## src/rtl/pwt_pkg.sv

```systemverilog
package pwt_pkg;

    typedef enum logic [2:0] {
        PW_IDLE,
        PW_GAP,
        PW_PAUSE,
        PW_CARRIER,
        PW_TAIL
    } pw_state_e;

endpackage

```

## src/rtl/pwt_sched.sv

```systemverilog
// Deadline unit: wrap-safe "deadline reached" test and the next deadline.
module pwt_sched #(
    parameter int TS_W = 16
) (
    input  logic [TS_W-1:0] now_ticks,
    input  logic [TS_W-1:0] deadline_q,
    input  logic [TS_W-1:0] step,
    output logic            due,
    output logic [TS_W-1:0] deadline_next
);
    logic [TS_W-1:0] lag;

    always_comb begin
        lag           = now_ticks - deadline_q;
        due           = ~lag[TS_W-1];
        deadline_next = deadline_q + step;
    end
endmodule

```

## src/rtl/pwt_bitsel.sv

```systemverilog
// Picks the current data bit and whitens it with the keystream.
module pwt_bitsel #(
    parameter int MAX_BITS = 23,
    parameter int IDX_W    = 5
) (
    input  logic [MAX_BITS-1:0] word,
    input  logic [IDX_W-1:0]    idx,
    input  logic                ks_bit,
    output logic                chip
);
    logic [MAX_BITS-1:0] shifted;

    always_comb begin
        shifted = word >> idx;
        chip    = shifted[0] ^ ks_bit;
    end
endmodule

```

## src/rtl/pwt_frame_tx.sv

```systemverilog
module pwt_frame_tx #(
    parameter int TS_W     = 16,
    parameter int LEN_W    = 5,
    parameter int MAX_BITS = 23,
    parameter int PAUSE_T  = 30,
    parameter int ONE_T    = 150,
    parameter int ZERO_T   = 90,
    parameter int GAP_T    = 330
) (
    input  logic                clk,
    input  logic                rst_n,
    input  logic [TS_W-1:0]     now_ticks,
    input  logic                start,
    input  logic [MAX_BITS-1:0] frame_word,
    input  logic [LEN_W-1:0]    frame_len,
    input  logic [TS_W-1:0]     last_end_i,
    input  logic                ks_bit,
    output logic                ks_advance,
    output logic                mod_out,
    output logic                busy,
    output logic                done,
    output logic [TS_W-1:0]     last_end_o
);
    import pwt_pkg::*;

    localparam logic [TS_W-1:0]  STEP_PAUSE = TS_W'(PAUSE_T);
    localparam logic [TS_W-1:0]  STEP_ONE   = TS_W'(ONE_T - PAUSE_T);
    localparam logic [TS_W-1:0]  STEP_ZERO  = TS_W'(ZERO_T - PAUSE_T);
    localparam logic [TS_W-1:0]  STEP_GAP   = TS_W'(GAP_T);
    localparam logic [LEN_W-1:0] LEN_CAP    = LEN_W'(MAX_BITS);

    typedef struct packed {
        pw_state_e           st;
        logic [MAX_BITS-1:0] word;
        logic [LEN_W-1:0]    len;
        logic [LEN_W-1:0]    idx;
        logic [TS_W-1:0]     dl;
        logic                mod;
        logic                adv;
        logic                done;
    } regs_t;

    regs_t r_d, r_q;

    logic             due;
    logic             chip;
    logic [TS_W-1:0]  step;
    logic [TS_W-1:0]  dl_next;
    logic [LEN_W-1:0] idx_inc;

    pwt_sched #(.TS_W(TS_W)) u_sched (
        .now_ticks    (now_ticks),
        .deadline_q   (r_q.dl),
        .step         (step),
        .due          (due),
        .deadline_next(dl_next)
    );

    pwt_bitsel #(.MAX_BITS(MAX_BITS), .IDX_W(LEN_W)) u_bitsel (
        .word  (r_q.word),
        .idx   (r_q.idx),
        .ks_bit(ks_bit),
        .chip  (chip)
    );

    always_comb begin
        idx_inc = r_q.idx + 1'b1;
        if (r_q.st == PW_PAUSE) begin
            step = chip ? STEP_ONE : STEP_ZERO;
        end else begin
            step = STEP_PAUSE;
        end

        r_d      = r_q;
        r_d.adv  = 1'b0;
        r_d.done = 1'b0;

        unique case (r_q.st)
            PW_IDLE: begin
                if (start) begin
                    r_d.word = frame_word;
                    r_d.len  = (frame_len > LEN_CAP) ? LEN_CAP : frame_len;
                    r_d.idx  = '0;
                    r_d.dl   = last_end_i + STEP_GAP;
                    r_d.st   = PW_GAP;
                end
            end
            PW_GAP: begin
                if (due) begin
                    r_d.mod = 1'b1;
                    r_d.dl  = dl_next;
                    r_d.st  = (r_q.len == '0) ? PW_TAIL : PW_PAUSE;
                end
            end
            PW_PAUSE: begin
                if (due) begin
                    r_d.mod = 1'b0;
                    r_d.adv = 1'b1;
                    r_d.dl  = dl_next;
                    r_d.st  = PW_CARRIER;
                end
            end
            PW_CARRIER: begin
                if (due) begin
                    r_d.mod = 1'b1;
                    r_d.dl  = dl_next;
                    r_d.idx = idx_inc;
                    r_d.st  = (idx_inc == r_q.len) ? PW_TAIL : PW_PAUSE;
                end
            end
            PW_TAIL: begin
                if (due) begin
                    r_d.mod  = 1'b0;
                    r_d.done = 1'b1;
                    r_d.st   = PW_IDLE;
                end
            end
            default: r_d.st = PW_IDLE;
        endcase
    end

    always_ff @(posedge clk or negedge rst_n) begin
        if (!rst_n) begin
            r_q <= '{st: PW_IDLE, default: '0};
        end else begin
            r_q <= r_d;
        end
    end

    assign mod_out    = r_q.mod;
    assign busy       = (r_q.st != PW_IDLE);
    assign done       = r_q.done;
    assign ks_advance = r_q.adv;
    assign last_end_o = r_q.dl;

endmodule

```

## config.mk

```make
export PLATFORM = sky130hd
export DESIGN_NAME = pwt_frame_tx
export DESIGN_NICKNAME = d
export VERILOG_FILES = /design/src/rtl/pwt_pkg.sv /design/src/rtl/pwt_sched.sv /design/src/rtl/pwt_bitsel.sv /design/src/rtl/pwt_frame_tx.sv
export SDC_FILE = /design/constraint.sdc
export NUM_CORES = 1
export LEC_CHECK = 0
export CAP_MARGIN = 20
export CORE_MARGIN = 5
export CORE_UTILIZATION = 50
export CTS_CLUSTER_SIZE = 25
export DETAILED_ROUTE_END_ITERATION = 8
export PLACE_DENSITY = 0.76
export SYNTH_ARGS = -nofsm -noshare
export SYNTH_HDL_FRONTEND = slang
export SYNTH_SLANG_ARGS = --single-unit
```

## constraint.sdc

```tcl
create_clock -name clk -period 4.95 [get_ports clk]
set_clock_uncertainty 0.05 [all_clocks]
set_input_delay 1.485 -clock clk [delete_from_list [all_inputs] [get_ports clk]]
set_output_delay 1.485 -clock clk [all_outputs]
set_load 0.02 [all_outputs]
```

* Word-level counts from Yosys, hierarchy flattened
Index checks and enable logic that the tools add are counted.
** Storage, ports and cells
- Flip-flop bits (word level) :: 55
- Bits in writable memories :: 0
- Bits in read-only memories :: 0
- Latch bits :: 0
- Output and inout bits :: 20
- Memories kept :: 0
** Cells by class
- Bitwise gates (word level) :: 1
- Mux-type cells :: 21
- Add/subtract/negate cells :: 4
- Order comparisons :: 1
- Reduce and logical (&&, ||, !) cells :: 11
- $mul :: 0
- Shift operators :: 1
- Equal/unequal tests :: 10
- Div/mod/pow operators :: 0
** Operator list (count)
- $pmux W16 S4 :: 1
- $mux W52 :: 1
- $shr A23 B5 Y1 :: 1
- $mux W22 :: 1
- $mux W18 :: 1
- $mux W3 :: 6
- $mux W17 :: 1
- $add A16 B7 Y16 :: 1
- $add A16 B9 Y16 const B :: 1
- $sub A16 B16 Y16 :: 1
- $pmux W3 S5 :: 1
- $reduce_and A5 Y1 :: 3
- $mux W7 :: 2
- $ne A2 B2 Y1 const B :: 5
- $pmux W5 S2 :: 1
- $reduce_bool A4 Y1 :: 2
- $eq A3 B2 Y1 const B :: 2
- $add A5 B1 Y5 const B :: 1
- $eq A5 B5 Y1 :: 1
- $gt A5 B5 Y1 const B :: 1
- $logic_not A5 Y1 :: 1
- $mux W5 :: 1
- $mux W1 :: 4
- $pmux W1 S4 :: 1
- other kinds (8) :: 8

* Depth between registers and ports, before layout
- Depth in word-level cells :: 7
- Mapped depth :: 17
- Depth with buffers taken out :: 16

* Hierarchy
Synthesis repeated with hierarchy kept, for this count alone.
** Unflattened totals
- Cells, all modules :: 499
- Area total of the unflattened synthesis :: 4315.4 µm²
** Modules (own cells, without submodules)
- pwt_frame_tx :: cells an instance 320, instances 1, seq. area each 1376.3 µm², area an instance 2892.8 µm²
- pwt_sched :: cells an instance 155, instances 1, seq. area each 0.0 µm², area an instance 1173.6 µm²
- pwt_bitsel :: cells an instance 24, instances 1, seq. area each 0.0 µm², area an instance 249.0 µm²

* Worst setup path after synthesis
No wires, ideal clock.
- Path type :: input -> register
- Start :: input now_ticks[5]
- End :: register r_q (netlist bit last_end_o[14])
- Setup slack :: 1.317 ns
- Path buffers :: 1
- Library setup time :: 0.121 ns
- Stages on the path :: 10
- Arrival time :: 3.462 ns
- Cells stage by stage :: ha_1 a21o_1 a221o_1 a31oi_1 o311ai_2 xnor2_2 a21oi_2 buf_6 o22ai_1 a22o_1
** Between the ends
- Longest elaborated chain between the ends :: 3
- Elaborated cells between the ends (all ways) :: 5
- Classes of those cells :: 1 x add/sub; 3 x eq/ne; 1 x reduce/logical
** Ends and longest elaborated chain
- from (decl) :: RTL line pwt_frame_tx.sv:12 : input logic [TS_W-1:0] now_ticks,
- $sub A16 B16 Y16 * :: RTL line pwt_sched.sv:14 : lag = now_ticks - deadline_q;
- $ne A2 B2 Y1 (no line)
- $reduce_and A5 Y1 (no line) *
- to (signal assigned) :: RTL line pwt_frame_tx.sv:126 : r_q <= r_d;
- to (decl) :: RTL line pwt_frame_tx.sv:43 : regs_t r_d, r_q;
Mark *: on every way between the ends. The rest lies on a longest branch, timed or not.
A chain may end at the register's enable or synchronous reset.

* Final worst setup path
- Start :: register r_q[19] (netlist name)
- End :: register r_q (netlist bit last_end_o[15])
** Between the ends
- Longest elaborated chain between the ends :: 7
- Elaborated cells between the ends (all ways) :: 9
- Classes of those cells :: 1 x add/sub; 1 x shift; 6 x mux; 1 x bitwise
** Ends and longest elaborated chain
- $shr A23 B5 Y1 * :: RTL line pwt_bitsel.sv:14 : shifted = word >> idx;
- $xor A1 B1 Y1 * :: RTL line pwt_bitsel.sv:15 : chip = shifted[0] ^ ks_bit;
- $mux W7 * :: RTL line pwt_frame_tx.sv:69 : step = chip ? STEP_ONE : STEP_ZERO;
- $mux W7 * :: RTL line pwt_frame_tx.sv:68 : if (r_q.st == PW_PAUSE) begin
- $add A16 B7 Y16 * :: RTL line pwt_sched.sv:16 : deadline_next = deadline_q + step;
- $mux W22 (tied with other cells) :: RTL line pwt_frame_tx.sv:104 : if (due) begin
- $pmux W16 S4 * :: RTL line pwt_frame_tx.sv:78 : unique case (r_q.st)
Mark *: on every way between the ends. The rest lies on a longest branch, timed or not. The select of a mux whose other input is x is not followed.

==> results.yml <==
synth:
  netlist_instances: 417
  yosysUniqueCellTypes: 51
  avgSynthCellArea_um2: 8.79
  synth_area_leaders: "dfrtp_1 38%, nand2_1 10%, ha_1 6.8%"
  syn-cell-area_mm2: 0.00367
  synth-main-ff-cell: "dfrtp_1"
  yosysTopAreaCell: "dfrtp_1"
  synth_edf_count: 0
  async_flop_share: 1.00
  ys_ff_latch: 55
  yosysWarnings: 0
  yosysSeqAreaShare: 0.375
  synth_top_area_share: 0.375
  synth_fp_nets: 502
worst_setup_path:
  crit_top_cell: "a21o_1"
  crit_path_start_kind: "flip-flop"
  worstSetupPathType: "reg2reg"
  cp_cell_sequence: "mux4_2 > nor2b_1 > a2111oi_0 > a21oi_1 > nand2_1 > xor2_1 > nand2b_1 > inv_1 > fa_1 > nand3_1 > a21o_1 > a21o_1 > and3_1 > nand4_1 > o32ai_1 > a22o_1"
  crit_fanout: 12
  worstPathArrival_ns: 4.32
  worst_path_max_delay_cell: "dfrtp_1"
  end_kind: "flip-flop"
  r2r-start: "r_q[19]"
  worstSetupStartpoint: "r_q[19]"
  max_stage_delay_ns: 0.71
  critPathRequiredTime_ns: 5.15
placed_design:
  port_buffers: 83
  place_inst: 569
  place_hpwl_um: 6410
  gp_congestion: 0.845
routing:
  wl_per_cell_um: 14.6
  dr.first_iter.drc_count: 109
  drc: 0
  route.vias.total: 3120
  ant_nets: 0
  drt_wl_total_um: 8480
  drtPass1Iterations: 5
  via_per_inst: 5.39
die:
  start_util: 0.508
  num_rows: 31
  die_y_um: 95.6
  io_pins: 84
  core_area_mm2: 0.00721
  dieArea_mm2: 0.00915
  die_w_um: 95.6
clocking:
  postCtsSetupBuffers: 0
  cts_inserted_buffers: 5
  post_cts_resized: 0
  root_buffer: "clkbuf_8"
  cts.path.max_buffers: 2
  hold_buffers: 0
  htree_levels: 2
  cts.sinks: 55
  path_clk_slew_ns: 0.10
  cts_tree: "done"
  insertion_delay_ns: 0.30
layout:
  fin_util: 0.634
  fin_nets: 564
  fillers: 633
  layoutNonFillerInstCount: 579
  n_antenna_cell: 0
  drive_gt1_frac: 0.0583
  syn_to_final_growth_pct: 24.6
global_routing:
  grt_pass1_wl_um: 14000
  grt_pass1_vias: 3166
  grt.total_usage: 0.192
  gr-total-overflow: 0
  antenna_found_initial: 0
  grt_max_degree: 56
status:
  status: "finished, final reports clean"
timing:
  finalCriticalPeriod_ns: 4.12
  rsz0062_at_grt: "no"
  fin_crit_sh: 0.833
  slew_viol_final: 0
  clock.fmax_ghz: 0.242
  relSlewSlack: 0.529
  setup_tns_ns: 0
  finalHoldViolations: 0
  worst_slew_pin_slew_ns: 0.707
  setup_viol: 0
  timing.hold.ws_ns: 0.427
worst_hold_path:
  hp-start: "r_q[43]"
  hold_path_class: "reg2reg"
power_and_ir_drop:
  power_density_mw_per_mm2: 608
  irDropWorstVdd_mv: 0.241
  total_power_w: 0.00278
  leakage_nw: 2.04
job:
  maxCapViolations: 0
## per-stage QoR
stage	worst slack, ns	cell area [um2]
after CTS	0.761	4540
final	0.826	4570
after global placement	0.657	4430
after global routing	0.435	4570
after floorplan	1.32	3670
after detailed placement	0.579	4430
## final timing paths
kind,end,slack (ns),cells past startpoint
worst max-delay path,last_end_o[15],0.83,16
worst max register to register,last_end_o[15],0.83,16
min in group asynchronous,last_end_o[5],1.24,2
max in group asynchronous,r_q[24],3.12,2
worst min-delay path,r_q[43],0.43,2
worst min register to register,r_q[43],0.43,2
## cells in the final DEF, fill, tap and decap left out, types with 6 or more instances in the layout
master	Yosys	layout
a21oi_1	17	17
nand2_1	100	100
o21ai_1	6	6
xor2_1	12	12
inv_1	22	22
nor2b_1	7	7
ha_1	20	20
o32ai_1	6	6
nand3_1	16	16
clkbuf_8	0	7
clkdlybuf4s50_1	0	82
o21ai_0	17	17
nor2_1	11	11
xnor2_1	12	12
a22o_1	9	9
dfrtp_1	55	55
## power breakdown
part	internal (W)	total, W	switching (W)	leakage, nW
registers	0.000652	0.000864	0.000212	0.694
logic	0.000775	0.00164	0.000868	1.30
clock network	0.000128	0.000272	0.000144	0.0505
total	0.00155	0.00278	0.00122	2.04
## state kept, by name (all words and copies together), names as in the netlist
name / count
mod_out: 1
last_end_o: 16
done: 1
ks_advance: 1
r_q: 36
## cell type report
type / count / area [um2] / share of cell area
Sequential cell: 55 / 1380 / 0.301
Multi-Input combinational cell: 306 / 1980 / 0.433
Inverter: 22 / 82.6 / 0.0181
Tap cell: 99 / 124 / 0.0271
Timing Repair Buffer: 89 / 903 / 0.198
Clock inverter: 1 / 7.51 / 0.00164
Clock buffer: 7 / 96.3 / 0.0211
## worst max-delay path: cells and delay by family, from the launching register on
family	cells	cell delay, ns
adders and majority gates	1	0.44
muxes	1	0.56
DFF	1	0.71
AOI/OAI and AO/OA	6	1.21
xor gates and xnor gates	1	0.13
and+or+nand+nor	6	0.90
buffers and inverters	1	0.08
## per-layer routing
metal,vias up,GRT usage,share of wire
li1,1557,-,-
met1,1445,0.241,0.44
met2,110,0.349,0.49
met3,8,0.0276,0.058
met4,0,0.0450,0.010
met5,-,0,0
## cell usage after synthesis (6+ instances only)
| library cell | instances |
|---|---|
| a22o_1 | 9 |
| o21ai_0 | 17 |
| dfrtp_1 | 55 |
| inv_1 | 22 |
| nor2b_1 | 7 |
| o32ai_1 | 6 |
| a21oi_1 | 17 |
| ha_1 | 20 |
| buf_4 | 16 |
| o21ai_1 | 6 |
| clkbuf_1 | 11 |
| nand3_1 | 16 |
| nor2_1 | 11 |
| xor2_1 | 12 |
| xnor2_1 | 12 |
| nand2_1 | 100 |
## cell families after synthesis
kind of cell,after synthesis,synth area share
DFF,55,0.375
muxes,8,0.0389
adders and majority gates,21,0.0737
and+or+nand+nor,162,0.197
xor gates and xnor gates,25,0.0618
AOI/OAI and AO/OA,90,0.169
buffers and inverters,56,0.0846
Power figures use the tool's default switching activity.
